<file path="src/rtl/gtu_pkg.sv">
package gtu_pkg;
  localparam int DATA_W = 8;
  localparam int NUM_CH = 2;
  localparam int ADDR_W = 3;

  localparam logic [ADDR_W-1:0] ADDR_CFG  = 3'd0;
  localparam logic [ADDR_W-1:0] ADDR_CTRL = 3'd1;
  localparam logic [ADDR_W-1:0] ADDR_LO0  = 3'd2;

  typedef enum logic [1:0] {
    MODE_13  = 2'b00,
    MODE_16  = 2'b01,
    MODE_8R  = 2'b10,
    MODE_OFF = 2'b11
  } cnt_mode_e;

  typedef struct packed {
    logic      gate;
    logic      ext;
    cnt_mode_e mode;
  } chan_cfg_t;
endpackage

</file>
<file path="src/rtl/gtu_sync.sv">
module gtu_sync #(
  parameter int WIDTH  = 1,
  parameter int STAGES = 2
) (
  input  logic             clk_i,
  input  logic             rst_ni,
  input  logic [WIDTH-1:0] d_i,
  output logic [WIDTH-1:0] q_o
);
  logic [WIDTH-1:0] stg_q [STAGES];

  always_ff @(posedge clk_i or negedge rst_ni) begin
    if (!rst_ni) begin
      for (int i = 0; i < STAGES; i++) stg_q[i] <= '0;
    end else begin
      stg_q[0] <= d_i;
      for (int i = 1; i < STAGES; i++) stg_q[i] <= stg_q[i-1];
    end
  end

  assign q_o = stg_q[STAGES-1];
endmodule

</file>
<file path="src/rtl/gtu_edge_det.sv">
module gtu_edge_det (
  input  logic clk_i,
  input  logic rst_ni,
  input  logic tick_i,
  input  logic pin_i,
  output logic fall_o
);
  logic smp_q, prv_q;

  // one sample per machine cycle; the older sample survives one more cycle
  always_ff @(posedge clk_i or negedge rst_ni) begin
    if (!rst_ni) begin
      smp_q <= 1'b0;
      prv_q <= 1'b0;
    end else if (tick_i) begin
      smp_q <= pin_i;
      prv_q <= smp_q;
    end
  end

  assign fall_o = prv_q & ~smp_q;


  fall_pace_chk: assert property (@(posedge clk_i) disable iff (!rst_ni)
    (tick_i && fall_o) |=> !fall_o);
endmodule

</file>
<file path="src/rtl/gtu_channel.sv">
module gtu_channel
  import gtu_pkg::*;
#(
  parameter int PRESCALE_W = 5
) (
  input  logic              clk_i,
  input  logic              rst_ni,
  input  logic              tick_i,
  input  chan_cfg_t         cfg_i,
  input  logic              run_i,
  input  logic              int_i,
  input  logic              pin_i,
  input  logic              wr_lo_i,
  input  logic              wr_hi_i,
  input  logic [DATA_W-1:0] wdata_i,
  output logic [DATA_W-1:0] lo_o,
  output logic [DATA_W-1:0] hi_o,
  output logic              ovf_o
);
  logic [DATA_W-1:0] lo_q, hi_q, lo_n, hi_n;
  logic fall, en, inc, wr_any, ovf_raw;

  gtu_edge_det u_edge (
    .clk_i (clk_i),
    .rst_ni(rst_ni),
    .tick_i(tick_i),
    .pin_i (pin_i),
    .fall_o(fall)
  );

  assign wr_any = wr_lo_i | wr_hi_i;
  assign en     = run_i & (~cfg_i.gate | int_i);
  assign inc    = tick_i & en & (~cfg_i.ext | fall) & ~wr_any;

  always_comb begin
    lo_n    = lo_q;
    hi_n    = hi_q;
    ovf_raw = 1'b0;
    if (inc) begin
      unique case (cfg_i.mode)
        MODE_13: begin
          if (&lo_q[PRESCALE_W-1:0]) begin
            lo_n[PRESCALE_W-1:0] = '0;
            hi_n                 = hi_q + 1'b1;
            ovf_raw              = &hi_q;
          end else begin
            lo_n[PRESCALE_W-1:0] = lo_q[PRESCALE_W-1:0] + 1'b1;
          end
        end
        MODE_16: begin
          {hi_n, lo_n} = {hi_q, lo_q} + 1'b1;
          ovf_raw      = &{hi_q, lo_q};
        end
        MODE_8R: begin
          if (&lo_q) begin
            lo_n    = hi_q;
            ovf_raw = 1'b1;
          end else begin
            lo_n = lo_q + 1'b1;
          end
        end
        default: ;
      endcase
    end
    if (wr_lo_i) lo_n = wdata_i;
    if (wr_hi_i) hi_n = wdata_i;
  end

  always_ff @(posedge clk_i or negedge rst_ni) begin
    if (!rst_ni) begin
      lo_q <= '0;
      hi_q <= '0;
    end else begin
      lo_q <= lo_n;
      hi_q <= hi_n;
    end
  end

  assign lo_o  = lo_q;
  assign hi_o  = hi_q;
  assign ovf_o = ovf_raw;


  idle_hold_chk: assert property (@(posedge clk_i) disable iff (!rst_ni)
    (!run_i && !wr_any) |=> $stable({hi_q, lo_q}));

  gate_block_chk: assert property (@(posedge clk_i) disable iff (!rst_ni)
    (cfg_i.gate && !int_i && !wr_any) |=> $stable({hi_q, lo_q}));

  tick_only_chk: assert property (@(posedge clk_i) disable iff (!rst_ni)
    (!tick_i && !wr_any) |=> $stable({hi_q, lo_q}));

  reload_chk: assert property (@(posedge clk_i) disable iff (!rst_ni)
    (inc && cfg_i.mode == MODE_8R && (&lo_q)) |=> (lo_q == $past(hi_q) && $stable(hi_q)));

  write_prio_chk: assert property (@(posedge clk_i) disable iff (!rst_ni)
    wr_lo_i |=> (lo_q == $past(wdata_i)));

  mode_off_chk: assert property (@(posedge clk_i) disable iff (!rst_ni)
    (cfg_i.mode == MODE_OFF && !wr_any) |=> $stable({hi_q, lo_q}));
endmodule

</file>
<file path="src/rtl/gated_timer_unit.sv">
module gated_timer_unit
  import gtu_pkg::*;
#(
  parameter int CLKS_PER_MC = 12,
  parameter int PRESCALE_W  = 5,
  parameter int SYNC_STAGES = 2
) (
  input  logic              clk_i,
  input  logic              rst_ni,
  input  logic              we_i,
  input  logic [ADDR_W-1:0] addr_i,
  input  logic [DATA_W-1:0] wdata_i,
  output logic [DATA_W-1:0] rdata_o,
  input  logic [NUM_CH-1:0] cnt_pin_i,
  input  logic [NUM_CH-1:0] int_pin_i,
  output logic [NUM_CH-1:0] tf_o
);
  localparam int PH_W = $clog2(CLKS_PER_MC);
  localparam logic [PH_W-1:0] PH_LAST = PH_W'(CLKS_PER_MC - 1);

  logic [PH_W-1:0]   phase_q;
  logic              tick;
  logic [DATA_W-1:0] cfg_q;
  logic [NUM_CH-1:0] run_q, tf_q, ovf, int_s, cnt_s;
  logic [DATA_W-1:0] lo_w [NUM_CH];
  logic [DATA_W-1:0] hi_w [NUM_CH];
  logic              we_cfg, we_ctrl;

  // machine-cycle phase
  always_ff @(posedge clk_i or negedge rst_ni) begin
    if (!rst_ni)                phase_q <= '0;
    else if (phase_q == PH_LAST) phase_q <= '0;
    else                        phase_q <= phase_q + 1'b1;
  end
  assign tick = (phase_q == PH_LAST);

  gtu_sync #(.WIDTH(2*NUM_CH), .STAGES(SYNC_STAGES)) u_sync (
    .clk_i (clk_i),
    .rst_ni(rst_ni),
    .d_i   ({int_pin_i, cnt_pin_i}),
    .q_o   ({int_s, cnt_s})
  );

  assign we_cfg  = we_i && (addr_i == ADDR_CFG);
  assign we_ctrl = we_i && (addr_i == ADDR_CTRL);

  always_ff @(posedge clk_i or negedge rst_ni) begin
    if (!rst_ni) begin
      cfg_q <= '0;
      run_q <= '0;
      tf_q  <= '0;
    end else begin
      if (we_cfg) cfg_q <= wdata_i;
      if (we_ctrl) begin
        run_q <= wdata_i[NUM_CH-1:0];
        tf_q  <= wdata_i[2*NUM_CH-1:NUM_CH];
      end else begin
        tf_q <= tf_q | ovf;
      end
    end
  end

  for (genvar c = 0; c < NUM_CH; c++) begin : g_ch
    localparam logic [ADDR_W-1:0] A_LO = ADDR_LO0 + ADDR_W'(2*c);
    localparam logic [ADDR_W-1:0] A_HI = ADDR_LO0 + ADDR_W'(2*c + 1);

    gtu_channel #(.PRESCALE_W(PRESCALE_W)) u_chan (
      .clk_i  (clk_i),
      .rst_ni (rst_ni),
      .tick_i (tick),
      .cfg_i  (chan_cfg_t'(cfg_q[4*c +: 4])),
      .run_i  (run_q[c]),
      .int_i  (int_s[c]),
      .pin_i  (cnt_s[c]),
      .wr_lo_i(we_i && (addr_i == A_LO)),
      .wr_hi_i(we_i && (addr_i == A_HI)),
      .wdata_i(wdata_i),
      .lo_o   (lo_w[c]),
      .hi_o   (hi_w[c]),
      .ovf_o  (ovf[c])
    );


    tf_set_chk: assert property (@(posedge clk_i) disable iff (!rst_ni)
      (ovf[c] && !we_ctrl) |=> tf_q[c]);

    tf_hold_chk: assert property (@(posedge clk_i) disable iff (!rst_ni)
      (tf_q[c] && !we_ctrl) |=> tf_q[c]);
  end

  always_comb begin
    unique case (addr_i)
      3'd0:    rdata_o = cfg_q;
      3'd1:    rdata_o = DATA_W'({tf_q, run_q});
      3'd2:    rdata_o = lo_w[0];
      3'd3:    rdata_o = hi_w[0];
      3'd4:    rdata_o = lo_w[1];
      3'd5:    rdata_o = hi_w[1];
      default: rdata_o = '0;
    endcase
  end

  assign tf_o = tf_q;


  ovf_on_tick_chk: assert property (@(posedge clk_i) disable iff (!rst_ni)
    (|ovf) |-> tick);
endmodule

</file>
<file path="config.mk">
export PLATFORM = sky130hd
export DESIGN_NAME = gated_timer_unit
export DESIGN_NICKNAME = d
export VERILOG_FILES = /design/src/rtl/gtu_pkg.sv /design/src/rtl/gtu_sync.sv /design/src/rtl/gtu_edge_det.sv /design/src/rtl/gtu_channel.sv /design/src/rtl/gated_timer_unit.sv
export SDC_FILE = /design/constraint.sdc
export NUM_CORES = 1
export LEC_CHECK = 0
export BUFFER_PORTS_ARGS = -buffer_cell sky130_fd_sc_hd__buf_2
export CORE_MARGIN = 4
export CORE_UTILIZATION = 45
export CTS_BUF_LIST = sky130_fd_sc_hd__clkbuf_8
export DETAILED_ROUTE_END_ITERATION = 8
export PLACE_DENSITY = 0.69
export SYNTH_ARGS = -nofsm -noshare
export SYNTH_HDL_FRONTEND = slang
export SYNTH_HIERARCHICAL = 1
export SYNTH_SLANG_ARGS = --single-unit
</file>
<file path="constraint.sdc">
create_clock -name clk_i -period 2.92 [get_ports clk_i]
set_input_delay 0.146 -clock clk_i [delete_from_list [all_inputs] [get_ports clk_i]]
set_output_delay 0.146 -clock clk_i [all_outputs]
set_load 0.02 [all_outputs]
</file>
# After elaboration in Yosys (flattened, before gate mapping)
# Cells that the tools add are included.
dict set report classes {
  add_sub_neg 9
  eq_ne 12
  mux 31
  bitwise_logic 25
  n_reduce_logical 33
}
# cell n
set ops {}
lappend ops {{8-bit two-way mux} 12}
lappend ops {{8-bit case mux with 6 select lines} 1}
lappend ops {{16-bit by 1-bit adder with 16-bit output, second input constant} 2}
lappend ops {{8-bit by 1-bit adder with 8-bit output, second input constant} 4}
lappend ops {{8-bit case mux with 2 select lines} 2}
lappend ops {{16-bit AND reduction} 2}
lappend ops {{8-bit AND reduction} 4}
lappend ops {{5-bit case mux with 3 select lines} 2}
lappend ops {{3-bit case mux with 2 select lines} 2}
lappend ops {{3-bit nonzero test} 4}
lappend ops {{5-bit by 1-bit adder with 5-bit output, second input constant} 2}
lappend ops {{1-bit AND} 10}
lappend ops {{5-bit two-way mux} 2}
lappend ops {{5-bit AND reduction} 2}
lappend ops {{1-bit inverter} 8}
lappend ops {{2-bit AND reduction} 4}
lappend ops {{2-bit nonzero test} 4}
lappend ops {{4-bit nonzero test} 2}
lappend ops {{3-bit by 2-bit equality test with 1-bit output, second input constant} 2}
lappend ops {{3-bit equality test, second input constant} 2}
lappend ops {{1-bit logical AND} 6}
lappend ops {{1-bit two-way mux} 6}
lappend ops {{3-bit by 1-bit inequality test with 1-bit output, second input constant} 2}
lappend ops {{1-bit OR} 6}
lappend ops {{12 further kinds} 17}
dict set report word_totals {
  ff_bits 60
  out_inout_bits 10
  elab_cells 126
}

# Longest topological paths before layout
# Gate-level depths: netlist of the first run.
dict set report logic_depth {
  ltp_word 9
  mapped_depth 10
  mapped_depth_nobuf 8
}

# Hierarchy
# Netlist of the first run, hierarchy kept.
# module instances cells_each area_per_inst_um2
set modules_own_cells {}
lappend modules_own_cells {{gtu_channel at g_ch[0].u_chan} 1 166 1398.8}
lappend modules_own_cells {{gtu_channel at g_ch[1].u_chan} 1 165 1353.8}
lappend modules_own_cells {gated_timer_unit 1 103 1074.8}
lappend modules_own_cells {gtu_sync 1 12 230.2}
lappend modules_own_cells {gtu_edge_det 2 5 78.8}

# Worst setup path before layout of the first run
# OpenSTA, ideal clock, no wires.
dict set report synth_path {
  path_type {reg-to-reg}
  startpoint {register g_ch[1].u_chan.lo_q[0]}
  endpoint {register g_ch[1].u_chan.hi_q[5]}
  setup_time_ns 0.080
  arrival_ns 2.157
  path_slack_ns 0.682
  stages_incl_launch_ff 10
  n_path_buf 1
  synth_period_minus_slack_ns 2.238
  cell_sequence {dfrtp_1 ha_1 and3_1 ha_1 mux2_4 and4_4 buf_6 and3_4 a311o_1 o211ai_2}
}
dict set report synth_via {
  elab_chain_cells 4
  elab_cells_between_ends 7
}
# item line
set synth_lines {}
lappend synth_lines {{start: declaration} gtu_channel.sv:20} ;# logic [DATA_W-1:0] lo_q, hi_q, lo_n, hi_n;
lappend synth_lines {{start signal: assignment} gtu_channel.sv:74} ;# lo_q <= lo_n;
lappend synth_lines {{16-bit by 1-bit adder with 16-bit output} gtu_channel.sv:51} ;# {hi_n, lo_n} = {hi_q, lo_q} + 1'b1;
lappend synth_lines {{8-bit case mux with 2 select lines} gtu_channel.sv:40} ;# unique case (cfg_i.mode)
lappend synth_lines {{8-bit two-way mux} gtu_channel.sv:39} ;# if (inc) begin
lappend synth_lines {{8-bit two-way mux} gtu_channel.sv:66} ;# if (wr_hi_i) hi_n = wdata_i;
lappend synth_lines {{end signal: assignment} gtu_channel.sv:75} ;# hi_q <= hi_n;
lappend synth_lines {{end: declaration} gtu_channel.sv:20}
# Several ways; a longest one is shown, not always the timed one. The select of a mux whose other input is x is not followed.
# A chain may end at the register's enable or synchronous reset.

# Worst setup path in the final report of the first run
dict set report layout_path {
  startpoint {register g_ch[0].u_chan.lo_q[0]}
  endpoint {register g_ch[0].u_chan.hi_q[5]}
}
dict set report layout_via {
  elab_chain_cells 4
  elab_cells_between_ends 7
}
# item line
set layout_lines {}
lappend layout_lines {{start: declaration} gtu_channel.sv:20}
lappend layout_lines {{start signal: assignment} gtu_channel.sv:74}
lappend layout_lines {{16-bit by 1-bit adder with 16-bit output} gtu_channel.sv:51}
lappend layout_lines {{8-bit case mux with 2 select lines} gtu_channel.sv:40}
lappend layout_lines {{8-bit two-way mux} gtu_channel.sv:39}
lappend layout_lines {{8-bit two-way mux} gtu_channel.sv:66}
lappend layout_lines {{end signal: assignment} gtu_channel.sv:75}
lappend layout_lines {{end: declaration} gtu_channel.sv:20}
# Several ways; a longest one is shown, not always the timed one. The select of a mux whose other input is x is not followed.

==> results of run 1 <==
final cells by class:
type | count | share of cell area (%)
multi-input cells | 354 | 53.9
repair buffers | 41 | 5.42
clock inverters | 7 | 1.47
inverters | 18 | 1.45
flip-flops and latches | 60 | 32.2
well taps | 111 | 2.98
clock buffers | 9 | 2.65
registers in the layout, summed over array words and instances, names as in the netlist:
name,cells
cfg_q,8
g_ch.u_chan/hi_o,16
g_ch.u_chan/lo_o,16
g_ch.u_chan/u_edge/prv_q,2
g_ch.u_chan/u_edge/smp_q,2
phase_q,4
run_q,2
tf_o,2
u_sync/q_o,4
u_sync/stg_q,4
worst min-delay path by stage:
stage | start | end | slack [ns] | depth (start not counted)
floorplan | rst_ni | cfg_q[0] | -0.15 | 0
global placement | rst_ni | g_ch[1].u_chan/hi_o[1] | 0.11 | 1
detailed placement | rst_ni | g_ch[1].u_chan/hi_o[1] | 0.11 | 1
CTS | wdata_i[6] | g_ch[0].u_chan/lo_o[6] | 0.14 | 3
global route | wdata_i[6] | g_ch[0].u_chan/lo_o[6] | 0.14 | 3
finish | wdata_i[6] | g_ch[0].u_chan/lo_o[6] | 0.14 | 3
cells by family (layout without fill, tap and decap cells):
| logic type | count (synthesis) | after routing | synth area share [%] |
|---|---|---|---|
| xor+xnor | 8 | 8 | 1.66 |
| flops | 60 | 60 | 35.6 |
| compound gates | 121 | 121 | 20.8 |
| fa+ha+maj | 15 | 15 | 4.45 |
| mux | 36 | 36 | 9.50 |
| simple gates | 174 | 174 | 23.2 |
| buf+inv | 42 | 75 | 4.75 |
metal layers:
layer  part of all wire, %  vias to the layer above
li1                      -                     1749
met1                    43                     1812
met2                    46                      175
met3                   7.0                       37
met4                   3.8                        0
met5                     0                        -
timing repair:
action / in CTS / in global routing
hold buffers: 5 / 0
endpoints found under the hold margin: 20 / 0
gates resized for setup: 0 / 0
worst max-delay path, stage by stage, from the launching register on:
cell,delay [ns]
dfrtp_1,0.48
ha_1,0.26
and3_1,0.18
ha_1,0.23
mux2_2,0.17
and4_1,0.44
nand3_4,0.13
o211a_1,0.22
a211o_1,0.21
per-stage QoR:
step	power (mW)	instance area, um2	worst slack (ns)	instances
6_report	3.08	4670	0.487	600
5_1_grt	3.26	4670	0.339	600
4_1_cts	3.07	4670	0.502	600
3_5_place_dp	2.31	4420	0.508	579
3_3_place_gp	2.31	4420	0.564	579
2_1_floorplan	1.95	4220	0.682	456
cells in the final DEF (no fill, tap or decap), types with 10 or more instances in the layout:
master and count:
inv_1 19, dfrtp_1 60, nand2_1 41, and3_1 12
buf_2 27, o21ai_0 20, nand2b_1 10, mux2_2 28
a21oi_1 23, ha_1 15, nor2b_1 13, nor2_1 31
nand3_1 21
power by group through the flow:
stage               Clock (mW)  Sequential (mW)  Combinational [mW]
floorplan                    0             1.21               0.736
finish                   0.749             1.31                1.02
global placement             0             1.32               0.995
CTS                      0.757             1.30                1.01
global route             0.797             1.34                1.12
detailed placement           0             1.32               0.995
==> results.json, run 1 <==
{
  "status": "finished clean",
  "avgSynthCellArea_um2": 9.24,
  "p_clk_share_pct": 24.3,
  "synth-edff-count": 0,
  "ys_top_cells_by_area": "dfrtp_1, mux2_2, ha_1, nand2_1, nor2_1",
  "drc": 0,
  "cp.arrival_ns": 2.67,
  "hold_class": "input port to flop",
  "drtAntennaViolNets": 0,
  "crit_type": "flop to flop",
  "drtPass1Iterations": 7,
  "track_usage_pct": 23.1,
  "hold_violations": 0,
  "synthDistinctLibCells": 72,
  "die_w_um": 105,
  "swShare_pct": 40.3,
  "setup_viol": 0,
  "p_sw_mw": 1.24,
  "startpoint_type": "flop",
  "r2r_start": "g_ch[0].u_chan/lo_o[0]",
  "finalCritPeriodShare_pct": 83.3,
  "rsz0062_at_grt": "no",
  "ys_warn_count": 6,
  "num-fill-cells": 878,
  "synth_top_cells_by_count": "dfrtp_1, nand2_1, nor2_1, mux2_2, a21oi_1",
  "fin_hold_ws_ns": 0.143,
  "cts_tree": "done",
  "yosysSeqAreaShare_pct": 35.6,
  "drt_iter0_markers": 346,
  "routed_via_density": 6.29,
  "fin_util_pct": 50.7,
  "initial_utilization_pct": 45.8,
  "tightest_slew_ns": 0.554,
  "place.gp.congestion": 1.01,
  "grt_max_degree": 45,
  "wire_per_inst_um": 20.6,
  "cts_buffers": 9,
  "cts_setup_buffers": 0,
  "reg2regPathDepth": 8,
  "dieArea_um2": 11000,
  "io_buffer_count": 27,
  "drive_gt1_share_pct": 19.0,
  "cts_max_level": 3,
  "p_seq_share_pct": 42.7,
  "diodes": 0,
  "fin_setup_tns_ns": 0,
  "cts_root_buf": "clkbuf_8",
  "use_met2_pct": 35.1,
  "antenna_found_initial": 0,
  "worstReg2RegEnd": "g_ch[0].u_chan/hi_o[5]",
  "synth_top_area_share_pct": 35.6,
  "fin_crit_ns": 2.43,
  "grt_pass1_vias": 3700,
  "crit_end": "g_ch[0].u_chan/hi_o[5]",
  "p_comb_share_pct": 33.0,
  "areaGrowthSynthToFinish_pct": 10.7,
  "cp_max_fo": 9,
  "startpoint": "g_ch[0].u_chan/lo_o[0]",
  "gr-total-overflow": 0,
  "std_cell_rows": 35,
  "synth_nets": 489,
  "synthCells": 456,
  "p_int_mw": 1.84,
  "crit_required_ns": 3.16,
  "clkSinkCount": 60,
  "max-slew-margin-rel_pct": 63.1,
  "end_kind": "flop",
  "ys_seq_elements": 60,
  "syn_area_um2": 4220,
  "clockBufferDepth": 2,
  "fin_nets": 517,
  "ys.flop_type": "dfrtp_1",
  "grtUsageMet1_pct": 32.2,
  "peakVddDrop_mv": 0.376,
  "fin_skew_ns": 0.0117,
  "pin_count": 28,
  "p_per_area_nw_per_um2": 660,
  "seq_area_um2": 1500,
  "use_met3_pct": 4.20,
  "core_area_um2": 9200,
  "dieHeight_um": 105,
  "vias": 3773,
  "hpwl_mm": 8.85,
  "async_reset_ff_share_pct": 100,
  "yosysMostFrequentCell": "dfrtp_1",
  "busiest_layer": "met2",
  "timing.final.max_slew_violations": 0,
  "synth_area_leader_cell": "dfrtp_1",
  "multi_input_area_um2": 2510,
  "clk_latency_ns": 0.35,
  "maxCapViolCount": 0,
  "r2r_setup_slack_ns": 0.49,
  "path_clk_slew_ns": 0.07,
  "grt_pass1_wl_mm": 20.0,
  "p_leak_nw": 1.95,
  "finalWirelength_mm": 12.3,
  "fmax_mhz": 411
}
Note: power is estimated with default switching activity, not from simulation.
==> run 2: changes to the inputs <==
==> constraint.sdc (replaced) <==
create_clock -name clk_i -period 2.3 [get_ports clk_i]
set_input_delay 0.115 -clock clk_i [delete_from_list [all_inputs] [get_ports clk_i]]
set_output_delay 0.115 -clock clk_i [all_outputs]
set_load 0.02 [all_outputs]
==> run 2 against run 1 <==
  * Wire length increased by 1.6%
  * Global-route usage increased by 0.63 points
  * Non-clock buffer count increased by 21
  * Utilization increased by 1.8 points
  * First-iteration DRC count increased by 4.3%
  * Critical path depth unchanged
  * Hold slack got worse by 0.033 ns
  * Register-to-register slack got worse by 0.38 ns
  * Final area increased by 3.5%
  * Die area unchanged
  * Largest power group unchanged
==> results.json, run 2 (same netlist as run 1, synthesis figures left out) <==
{
  "dieHeight_um": 105,
  "cts_setup_buffers": 0,
  "gr-total-overflow": 0,
  "tightest_slew_ns": 0.520,
  "cts_buffers": 9,
  "p_per_area_nw_per_um2": 828,
  "place_area_um2": 4590,
  "fin_skew_ns": 0.0174,
  "drt_iter0_markers": 361,
  "hold_class": "input port to flop",
  "drive_gt1_share_pct": 22.7,
  "grt_max_degree": 41,
  "fin_setup_tns_ns": 0,
  "worstReg2RegEnd": "g_ch[1].u_chan/hi_o[5]",
  "core_area_um2": 9200,
  "startpoint_type": "flop",
  "final_cell_mix": "dfrtp_1, nand2_1, nor2_1",
  "antenna_found_initial": 0,
  "diodes": 0,
  "reg2regPathDepth": 8,
  "wire_per_inst_um": 20.2,
  "grt_pass1_wl_mm": 20.7,
  "clk_latency_ns": 0.35,
  "p_leak_nw": 2.05,
  "fin_nets": 538,
  "rsz0062_at_grt": "no",
  "grt_pass1_vias": 3827,
  "io_buffer_count": 27,
  "std_cell_rows": 35,
  "cts_max_level": 3,
  "track_usage_pct": 23.7,
  "pin_count": 28,
  "drc": 0,
  "drtAntennaViolNets": 0,
  "initial_utilization_pct": 45.8,
  "mostFrequentLayoutCell": "dfrtp_1",
  "path_clk_slew_ns": 0.08,
  "setup_viol": 0,
  "drtPass1Iterations": 6,
  "cts_tree": "done",
  "routed_via_density": 6.21,
  "die_w_um": 105,
  "crit_type": "flop to flop",
  "fmax_mhz": 456,
  "max-slew-margin-rel_pct": 65.3,
  "dieArea_um2": 11000,
  "finalCritPeriodShare_pct": 95.3,
  "cp.arrival_ns": 2.46,
  "clockBufferDepth": 2,
  "finalInstanceArea_um2": 4830,
  "startpoint": "g_ch[1].u_chan/lo_o[0]",
  "end_kind": "flop",
  "cts_root_buf": "clkbuf_8",
  "status": "finished clean",
  "fin_crit_ns": 2.19,
  "fin_hold_ws_ns": 0.111,
  "crit_end": "g_ch[1].u_chan/hi_o[5]",
  "vias": 3856,
  "clkSinkCount": 60,
  "areaGrowthSynthToFinish_pct": 14.6,
  "hold_violations": 0,
  "peakVddDrop_mv": 0.398,
  "cp_max_fo": 9,
  "r2r_setup_slack_ns": 0.11,
  "timing.final.max_slew_violations": 0,
  "crit_required_ns": 2.56,
  "place.gp.congestion": 0.911,
  "hpwl_mm": 9.17,
  "finalWirelength_mm": 12.5,
  "maxCapViolCount": 0,
  "r2r_start": "g_ch[1].u_chan/lo_o[0]",
  "fin_util_pct": 52.5
}
[run 2: timing repair]
item / in CTS / in global routing
setup endpoints to repair: 0 / 3
hold endpoints to repair: 24 / 0
resized for setup: 0 / 2
hold buffers: 5 / 0
[run 2: report_power, final]
group	switching (mW)	internal (mW)	leakage, nW	total (mW)
combinational	0.852	0.663	1.23	1.51
sequential	0.301	1.27	0.728	1.57
clock	0.487	0.428	0.0893	0.915
[run 2: how the worst min path moves through the flow]
stage	slack (ns)	cells past startpoint	end	from
global placement	0.12	1	g_ch[1].u_chan/lo_o[2]	rst_ni
global route	0.1	3	g_ch[1].u_chan/lo_o[6]	wdata_i[6]
detailed placement	0.12	1	g_ch[1].u_chan/lo_o[2]	rst_ni
CTS	0.09	3	g_ch[1].u_chan/lo_o[6]	wdata_i[6]
floorplan	-0.18	0	cfg_q[0]	rst_ni
finish	0.11	3	g_ch[1].u_chan/hi_o[4]	wdata_i[4]
[run 2: layer usage]
| layer | wire length (um) | vias to the layer above | share of wire, % | global-route usage, % |
|---|---|---|---|---|
| met1 | 5520 | 1867 | 44 | 33.4 |
| li1 | - | 1801 | - | - |
| met4 | 327 | 0 | 2.6 | 8.25 |
| met3 | 781 | 33 | 6.2 | 3.58 |
| met2 | 5900 | 155 | 47 | 37.3 |
| met5 | 0 | - | 0 | 0 |
[run 2: through the flow]
stage | power [mW] | worst slack (ns) | instances
floorplan | 2.47 | 0.0623 | 456
CTS | 3.99 | 0.0730 | 621
finish | 4.00 | 0.109 | 621
global placement | 3.03 | 0.165 | 600
global route | 4.27 | 0.0351 | 621
detailed placement | 3.06 | 0.0860 | 600
[run 2: cell type report]
type / instances / area [um2]
clock inverter: 6 / 46.3
clock buffer: 10 / 138
timing repair buffer: 62 / 423
tap: 111 / 139
sequential: 60 / 1500
inverter: 18 / 67.6
fill: 839 / 4370
multi-input combinational: 354 / 2520
[run 2: critical path, cell delays in order, from the launching register on]
cell      delay (ns)
dfrtp_1         0.40
ha_1            0.21
and3_1          0.15
ha_1            0.22
mux2_4          0.27
and4_4          0.23
and3_4          0.20
a311o_1         0.35
o211ai_2        0.07
==> run 3: changes to the inputs <==
==> constraint.sdc (replaced) <==
create_clock -name clk_i -period 2.3 [get_ports clk_i]
set_input_delay 0.46 -clock clk_i [delete_from_list [all_inputs] [get_ports clk_i]]
set_output_delay 0.46 -clock clk_i [all_outputs]
set_load 0.02 [all_outputs]
==> run 3 against run 2 <==
  * Critical path depth is 4 lower
  * Non-clock buffer count grew 7
  * Hold slack improved by 0.092 ns
  * Critical endpoint is now rdata_o[4]
  * Sequential power barely moved
  * Total power up 0.17%
  * Clock skew about the same
  * Final area is 0.85% higher
  * Sequential share of layout area fell by 0.26 points
  * Worst setup slack got worse by 0.018 ns
  * Utilization is 0.45 points higher
  * Die area stayed put
==> results.json, run 3 (same netlist as run 1, synthesis figures left out) <==
{
  "status": "finished clean",
  "initial_utilization_pct": 45.8,
  "crit_end": "rdata_o[4]",
  "pin_count": 28,
  "dieHeight_um": 105,
  "wire_per_inst_um": 19.8,
  "rsz0062_at_grt": "no",
  "clk_latency_ns": 0.36,
  "cp.arrival_ns": 1.75,
  "place_area_um2": 4670,
  "reg2regPathDepth": 7,
  "finalWirelength_mm": 12.4,
  "num-fill-cells": 865,
  "cp.depth": 4,
  "maxCapViolCount": 0,
  "max_stage_delay_ns": 0.52,
  "worstReg2RegEnd": "g_ch[0].u_chan/hi_o[5]",
  "p_int_mw": 2.38,
  "holdPathStages": 1,
  "grt_max_degree": 26,
  "core_area_um2": 9200,
  "busiest_layer": "met2",
  "startpoint_type": "flop",
  "hold_violations": 0,
  "swShare_pct": 40.5,
  "antenna_found_initial": 0,
  "dieArea_um2": 11000,
  "use_met3_pct": 4.45,
  "p_clk_share_pct": 22.7,
  "setup_slack_ns": 0.0905,
  "drtPass1Iterations": 5,
  "use_met2_pct": 36.6,
  "fin_skew_ns": 0.0170,
  "p_leak_nw": 2.09,
  "drive_gt1_share_pct": 25.0,
  "startpoint": "g_ch[0].u_chan/lo_o[4]",
  "diodes": 0,
  "fin_nets": 545,
  "grtUsageMet1_pct": 32.1,
  "place_ws_ns": 0.0285,
  "cts_buffers": 9,
  "timing.final.max_slew_violations": 0,
  "cts_root_buf": "clkbuf_8",
  "tightest_slew_ns": 0.522,
  "max-slew-margin-rel_pct": 65.1,
  "p_seq_share_pct": 39.4,
  "fin_hold_ws_ns": 0.203,
  "p_per_area_nw_per_um2": 822,
  "end_kind": "primary output",
  "vias": 3826,
  "r2r_setup_slack_ns": 0.10,
  "crit_family": "flip-flops",
  "cp_max_fo": 7,
  "track_usage_pct": 23.6,
  "die_w_um": 105,
  "fmax_mhz": 453,
  "crit_chain": "mux2_2 -> a221oi_1 -> nor2_1 -> buf_2",
  "grt_pass1_wl_mm": 20.4,
  "place.gp.congestion": 0.938,
  "p_sw_mw": 1.62,
  "drtAntennaViolNets": 0,
  "std_cell_rows": 35,
  "hpwl_mm": 9.26,
  "cts_max_level": 3,
  "r2r_start": "phase_q[0]",
  "mostFrequentLayoutCell": "dfrtp_1",
  "io_buffer_count": 27,
  "fin_util_pct": 53.0,
  "finalInstanceArea_um2": 4870,
  "clkSinkCount": 60,
  "gr-total-overflow": 0,
  "fin_crit_ns": 2.21,
  "drc": 0,
  "grt_pass1_vias": 3861,
  "setup_viol": 0,
  "areaGrowthSynthToFinish_pct": 15.6,
  "critPathBufInv": 1,
  "final_cell_mix": "dfrtp_1, nand2_1, buf_4",
  "path_clk_slew_ns": 0.08,
  "finalCritPeriodShare_pct": 96.1,
  "crit_path_top_delay_cell": "dfrtp_1",
  "p_comb_share_pct": 37.9,
  "cts_tree": "done",
  "drt_iter0_markers": 235,
  "crit_required_ns": 1.84,
  "clockBufferDepth": 2,
  "crit_type": "flop to primary output",
  "hold_class": "input port to flop",
  "routed_via_density": 6.09,
  "peakVddDrop_mv": 0.437
}
run 3: cell types whose count changed in the layout (fill, tap and decap cells not counted), sizes merged:
cell	change
buf	+11
dlygate4sd3	-4
clkinv	+1
clkinvlp	-1
run 3: repair_timing:
item	in CTS	in global routing
endpoints found under the setup margin	0	4
hold buffers	1	0
endpoints found under the hold margin	11	0
resized for setup	0	2
buffers inserted	0	0
run 3: layer usage:
layer / vias up / wire (um)
met5: - / 0
met4: 0 / 432
met3: 36 / 805
met2: 147 / 5730
met1: 1835 / 5450
li1: 1808 / -
run 3: final cells by class:
class	instances	area [um2]	area share, %
Sequential cell	60	1500	30.8
Clock buffer	10	138	2.82
Inverter	18	67.6	1.39
Clock inverter	6	47.5	0.976
Multi-Input combinational cell	354	2520	51.8
Tap cell	111	139	2.85
Timing Repair Buffer	69	457	9.37
run 3: worst min-delay path by stage:
stage                         start               to  slack, ns
CTS                    int_pin_i[1]  u_sync/stg_q[7]       0.19
global placement    u_sync/stg_q[7]    u_sync/q_o[3]       0.33
global route           int_pin_i[1]  u_sync/stg_q[7]       0.20
detailed placement  u_sync/stg_q[5]    u_sync/q_o[1]       0.34
floorplan                    rst_ni         cfg_q[0]       0.16
finish                 int_pin_i[1]  u_sync/stg_q[7]       0.20
run 3: power groups by stage:
stage | logic (mW) | registers [mW] | clock network [mW]
after floorplan | 0.936 | 1.53 | 0
after global placement | 1.47 | 1.58 | 0
after detailed placement | 1.50 | 1.58 | 0
after CTS | 1.51 | 1.57 | 0.932
after global routing | 1.69 | 1.60 | 0.991
final | 1.52 | 1.58 | 0.910
run 3: metrics by stage:
stage | std cells | total power [mW] | TNS (ns)
6_report | 628 | 4.01 | 0
5_1_grt | 628 | 4.28 | 0
4_1_cts | 628 | 4.01 | 0
3_5_place_dp | 611 | 3.08 | 0
3_3_place_gp | 611 | 3.05 | 0
2_1_floorplan | 456 | 2.47 | -0.0159
